--- src/rtl/hrf_pkg.sv ---
package hrf_pkg;
    typedef enum logic [1:0] {
        ACC_FULL = 2'b00,
        ACC_HIGH = 2'b01,
        ACC_LOW  = 2'b10,
        ACC_IDLE = 2'b11
    } acc_mode_e;
endpackage

--- src/rtl/hrf_write_decode.sv ---
module hrf_write_decode #(
    parameter int NREG = 8,
    localparam int IW = $clog2(NREG)
) (
    input  logic [IW-1:0]   idx,
    input  logic [1:0]      mode,
    output logic [NREG-1:0] hi_hit,
    output logic [NREG-1:0] lo_hit
);
    import hrf_pkg::*;

    logic hi_sel;
    logic lo_sel;

    always_comb begin
        unique case (acc_mode_e'(mode))
            ACC_FULL: begin hi_sel = 1'b1; lo_sel = 1'b1; end
            ACC_HIGH: begin hi_sel = 1'b1; lo_sel = 1'b0; end
            ACC_LOW:  begin hi_sel = 1'b0; lo_sel = 1'b1; end
            ACC_IDLE: begin hi_sel = 1'b0; lo_sel = 1'b0; end
            default:  begin hi_sel = 1'b0; lo_sel = 1'b0; end
        endcase
    end

    for (genvar g = 0; g < NREG; g++) begin : g_hit
        assign hi_hit[g] = hi_sel && (idx == IW'(g));
        assign lo_hit[g] = lo_sel && (idx == IW'(g));
    end
endmodule

--- src/rtl/hrf_word.sv ---
module hrf_word #(
    parameter int W = 32,
    localparam int HW = W / 2
) (
    input  logic          clk,
    input  logic          rst,
    input  logic          hi_en0,
    input  logic          lo_en0,
    input  logic          hi_en1,
    input  logic          lo_en1,
    input  logic [HW-1:0] hi_d0,
    input  logic [HW-1:0] lo_d0,
    input  logic [HW-1:0] hi_d1,
    input  logic [HW-1:0] lo_d1,
    output logic [W-1:0]  q
);
    logic [HW-1:0] hi_q;
    logic [HW-1:0] lo_q;

    always_ff @(posedge clk) begin
        if (rst) begin
            hi_q <= '0;
        end else if (hi_en1) begin
            hi_q <= hi_d1;
        end else if (hi_en0) begin
            hi_q <= hi_d0;
        end
    end

    always_ff @(posedge clk) begin
        if (rst) begin
            lo_q <= '0;
        end else if (lo_en1) begin
            lo_q <= lo_d1;
        end else if (lo_en0) begin
            lo_q <= lo_d0;
        end
    end

    assign q = {hi_q, lo_q};
endmodule

--- src/rtl/hrf_read_port.sv ---
module hrf_read_port #(
    parameter int NREG = 8,
    parameter int W = 32,
    localparam int IW = $clog2(NREG),
    localparam int HW = W / 2
) (
    input  logic [W-1:0]  regs [NREG],
    input  logic [IW-1:0] idx,
    input  logic [1:0]    mode,
    output logic [W-1:0]  data
);
    import hrf_pkg::*;

    logic [W-1:0] word;

    assign word = regs[idx];

    always_comb begin
        unique case (acc_mode_e'(mode))
            ACC_FULL: data = word;
            ACC_HIGH: data = {{HW{1'b0}}, word[W-1:HW]};
            ACC_LOW:  data = {{HW{1'b0}}, word[HW-1:0]};
            ACC_IDLE: data = '0;
            default:  data = '0;
        endcase
    end
endmodule

--- src/rtl/hrf_dual_file.sv ---
module hrf_dual_file #(
    parameter int NREG = 8,
    parameter int W = 32,
    localparam int IW = $clog2(NREG),
    localparam int HW = W / 2
) (
    input  logic          clk,
    input  logic          rst,
    input  logic [IW-1:0] rd0_idx,
    input  logic [1:0]    rd0_mode,
    output logic [W-1:0]  rd0_data,
    input  logic [IW-1:0] rd1_idx,
    input  logic [1:0]    rd1_mode,
    output logic [W-1:0]  rd1_data,
    input  logic [IW-1:0] wr0_idx,
    input  logic [1:0]    wr0_mode,
    input  logic [W-1:0]  wr0_data,
    input  logic [IW-1:0] wr1_idx,
    input  logic [1:0]    wr1_mode,
    input  logic [W-1:0]  wr1_data
);
    import hrf_pkg::*;

    logic [NREG-1:0] hi_hit0, lo_hit0, hi_hit1, lo_hit1;
    logic [HW-1:0]   hi_src0, hi_src1;
    logic [W-1:0]    regs [NREG];

    hrf_write_decode #(.NREG(NREG)) u_dec0 (
        .idx(wr0_idx), .mode(wr0_mode), .hi_hit(hi_hit0), .lo_hit(lo_hit0)
    );
    hrf_write_decode #(.NREG(NREG)) u_dec1 (
        .idx(wr1_idx), .mode(wr1_mode), .hi_hit(hi_hit1), .lo_hit(lo_hit1)
    );

    // A full write feeds the upper half from the upper data bits;
    // a half write always takes its value from the lower data bits.
    assign hi_src0 = (acc_mode_e'(wr0_mode) == ACC_FULL) ? wr0_data[W-1:HW] : wr0_data[HW-1:0];
    assign hi_src1 = (acc_mode_e'(wr1_mode) == ACC_FULL) ? wr1_data[W-1:HW] : wr1_data[HW-1:0];

    for (genvar g = 0; g < NREG; g++) begin : g_reg
        hrf_word #(.W(W)) u_word (
            .clk   (clk),
            .rst   (rst),
            .hi_en0(hi_hit0[g]),
            .lo_en0(lo_hit0[g]),
            .hi_en1(hi_hit1[g]),
            .lo_en1(lo_hit1[g]),
            .hi_d0 (hi_src0),
            .lo_d0 (wr0_data[HW-1:0]),
            .hi_d1 (hi_src1),
            .lo_d1 (wr1_data[HW-1:0]),
            .q     (regs[g])
        );
    end

    hrf_read_port #(.NREG(NREG), .W(W)) u_rp0 (
        .regs(regs), .idx(rd0_idx), .mode(rd0_mode), .data(rd0_data)
    );
    hrf_read_port #(.NREG(NREG), .W(W)) u_rp1 (
        .regs(regs), .idx(rd1_idx), .mode(rd1_mode), .data(rd1_data)
    );
endmodule

--- config.mk ---
export PLATFORM = sky130hd
export DESIGN_NAME = hrf_dual_file
export DESIGN_NICKNAME = d
export VERILOG_FILES = /design/src/rtl/hrf_pkg.sv /design/src/rtl/hrf_write_decode.sv /design/src/rtl/hrf_word.sv /design/src/rtl/hrf_read_port.sv /design/src/rtl/hrf_dual_file.sv
export SDC_FILE = /design/constraint.sdc
export NUM_CORES = 1
export LEC_CHECK = 0
export BUFFER_PORTS_ARGS = -buffer_cell sky130_fd_sc_hd__buf_2
export CAP_MARGIN = 15
export CELL_PAD_IN_SITES_DETAIL_PLACEMENT = 1
export CELL_PAD_IN_SITES_GLOBAL_PLACEMENT = 1
export CORE_MARGIN = 10
export CORE_UTILIZATION = 50
export DETAILED_ROUTE_END_ITERATION = 6
export PLACE_DENSITY = 0.85
export SYNTH_ARGS = -nofsm -noshare
export SYNTH_HDL_FRONTEND = slang
export SYNTH_SLANG_ARGS = --single-unit
--- constraint.sdc ---
create_clock -name clk -period 2.6 [get_ports clk]
set_input_delay 0.39 -clock clk [delete_from_list [all_inputs] [get_ports clk]]
set_output_delay 0.39 -clock clk [all_outputs]
set_load 0.005 [all_outputs]
==> impl_metrics.yaml <==
setup_path:
  cp_cell_sequence: "mux4_2, mux2i_1, o22ai_1, buf_2"
  cp-end-kind: "primary output"
  crit_type: "flop to primary output"
  slowest_stage: "mux4_2"
  crit_start: "g_reg[2].u_word.hi_q[12]$_SDFFE_PP0P_"
  crit_path_end: "rd1_data[12]"
  reg2reg_from: "g_reg[7].u_word.hi_q[7]$_SDFFE_PP0P_"
  r2r_cells: 2
  start_kind: "flop"
  path_max_fanout: 3
  worstPathArrival_ps: 2210
  cp_slowest_stage_delay_ps: 470
  ff2ff_setup_slack_ps: 1650
  required_ps: 2210
  r2r_end: "g_reg[7].u_word.hi_q[7]$_SDFFE_PP0P_"
clocking:
  cts.reportedPaths.clkPinSlew_ps: 70
  clkLatencyLatePin_ps: 570
  cts_setup_buffers: 0
  ctsHoldBuffers: 0
  cts_root_buf: "clkbuf_16"
  clock-sinks: 256
  numCtsBuffers: 30
  clockBufferDepth: 3
  cts_tree: "built"
  htreeDepth: 1
floorplanning:
  die_w_um: 200
  fp-row-count: 65
  die-area_um2: 40000
  die_y_um: 200
  core_area_um2: 31800
  num_io_pins: 150
  start_util_pct: 51.0
grt:
  grt_pass1_wl_um: 110000
  track_usage_pct: 36.1
  gr-total-overflow: 0
  antenna_found_initial: 4
  grt_max_degree: 129
  grt_pass1_vias: 17500
timing:
  tightestPinTransition_ps: 870
  min_period_ps: 2600
  rsz0062_at_grt: "false"
  fin_setup_tns_ps: 0
  hold_viol: 0
  slew_headroom_pct: 40.3
  finalSetupViolCount: 0
  min_period_over_period_pct: 99.8
  clock_skew_ps: 0
  slew_violations: 0
  setup_ws_ps: 4.22
  fmax_mhz: 385
route:
  detail_route.iter0.violations: 2354
  wl_per_cell_um: 33.5
  drc: 0
  drt-vias-per-instance: 7.57
  wirelength_um: 74100
  vias: 16700
  drtPass1Iterations: 6
  detail-route-antenna-nets: 0
synth:
  muxShareOfSynthArea_pct: 28.2
  synthArstFlopShare_pct: 0
  synth_edf_count: 0
  syn_area_per_cell_um2: 9.72
  synth-main-ff-cell: "dfxtp_1"
  netlist_area_um2: 16200
  synth_fa_ha_area_share_pct: 0
  yosys.area_share.simple_pct: 16.0
  netlist.area_leader.share_pct: 31.6
  yosysTopAreaCell: "dfxtp_1"
  ys_top_cells_by_area: "dfxtp_1 (32%), mux2i_1 (15%), mux4_2 (13%)"
  synthXorXnorAreaFrac_pct: 0
  ys_warn_count: 0
  synth-seq-cells: 256
  seq_area_frac_synth_pct: 31.6
  synth_fp_nets: 1753
  yosys.cell_count.top_type: "nor2_1"
  synthCells: 1667
  synth_commonest_cells: "nor2_1 (322), dfxtp_1 (256), mux2i_1 (240), nor3_1 (129)"
  synth_compound_area_share_pct: 17.2
  synth_top_family_by_area: "multiplexers"
  ys_types: 41
placement:
  io_buffers: 149
  pre_cts_slack_ps: 53.5
  dp_cells: 2153
  gp_congestion: 0.955
  hpwl_um: 47800
finish:
  fin_cells: 2208
  area_growth_pct: 14.6
  nets: 1836
  drive_above_1_share_pct: 25.6
power_and_ir_drop:
  ir_worst_vdd_mv: 0.494
  power.density_nw_per_um2: 598
  p_total_mw: 11.1
  power_leakage_nw: 6.79
min_path:
  min_path_type: "input port to flop"
job:
  maxCapViolations: 0
outcome:
  status: "completed"
## state kept, by name, summed over array words and instances (netlist names)
| signal | cells |
|---|---|
| g.u_word.hi_q | 128 |
| g.u_word.lo_q | 128 |
## repair_timing
action / 4_1_cts / 5_1_grt
cloned: 0 / 0
setup endpoints to repair: 1 / 22
resized for setup: 1 / 7
## report_power, final
part | total [mW] | internal (mW) | switching [mW] | leakage [nW]
logic | 2.02 | 0.794 | 1.22 | 4.16
registers | 4.31 | 4.13 | 0.186 | 2.09
clock network | 4.76 | 2.92 | 1.84 | 0.541
total | 11.1 | 7.85 | 3.25 | 6.79
## layer usage
metal	vias to the layer above	global-route usage, %	part of all wire [%]
met5	-	0	0.055
met4	6	25.7	8.2
met3	524	9.43	12
met2	1405	57.2	45
met1	8168	41.9	34
li1	6606	-	-
## area by class of cell
cell class	count	area [um2]
fill	3457	13200
multi-input combinational	1200	10000
sequential	256	5120
timing repair buffer	262	1800
clock buffer	40	870
tap	435	544
clock inverter	14	226
antenna	1	2.50
## cell usage in the layout (no fill, tap or decap), types with 3 or more instances in the layout
| cell | count |
|---|---|
| nor2b_1 | 4 |
| clkbuf_1 | 3 |
| a211oi_1 | 128 |
| nor3b_2 | 16 |
| o32ai_1 | 128 |
| bufinv_16 | 6 |
| nand2_1 | 6 |
| or4b_2 | 3 |
| dfxtp_1 | 256 |
| buf_4 | 100 |
| o21a_1 | 16 |
| clkbuf_16 | 31 |
| a21o_1 | 6 |
| nor3_1 | 129 |
| and4bb_2 | 4 |
| clkinv_2 | 6 |
| nor2_1 | 322 |
| mux2i_2 | 4 |
| buf_2 | 145 |
| nand4b_1 | 3 |
| o22ai_1 | 32 |
| or4b_1 | 3 |
| a221o_1 | 32 |
| mux2i_1 | 236 |
| clkbuf_8 | 6 |
| nand4bb_1 | 5 |
| buf_12 | 15 |
| mux4_2 | 96 |
| nor4b_4 | 6 |
## worst min path at each step
stage	cells after the start	endpoint	from	slack, ps
finish	3	g_reg[2].u_word.lo_q[0]$_SDFFE_PP0P_	wr1_data[0]	230
global route	3	g_reg[4].u_word.lo_q[13]$_SDFFE_PP0P_	wr1_data[13]	240
CTS	3	g_reg[5].u_word.lo_q[3]$_SDFFE_PP0P_	wr1_data[3]	210
detailed placement	2	g_reg[2].u_word.hi_q[7]$_SDFFE_PP0P_	g_reg[2].u_word.hi_q[7]$_SDFFE_PP0P_	550
global placement	2	g_reg[0].u_word.hi_q[14]$_SDFFE_PP0P_	g_reg[0].u_word.hi_q[14]$_SDFFE_PP0P_	530
floorplan	2	g_reg[6].u_word.hi_q[12]$_SDFFE_PP0P_	g_reg[6].u_word.hi_q[12]$_SDFFE_PP0P_	520
## logic make-up after synthesis
logic type | Yosys count
simple gates | 520
mux | 336
flops | 256
compound gates | 344
buf+inv | 211
## per-stage QoR
step                area, um2  util (%)  hold WS, ps
floorplan               16200         -          519
global placement        17400      54.8          531
detailed placement      17400      54.8          546
CTS                     18500      58.3          214
global route            18600      58.4          240
finish                  18600      58.4          227
## critical path: cells and delay by family, from the launching register on
kind / cells / cell delay (ps)
AOI/OAI and AO/OA: 1 / 250
buffers and inverters: 1 / 220
DFF: 1 / 350
muxes: 2 / 810
Power figures use the tool's default switching activity.
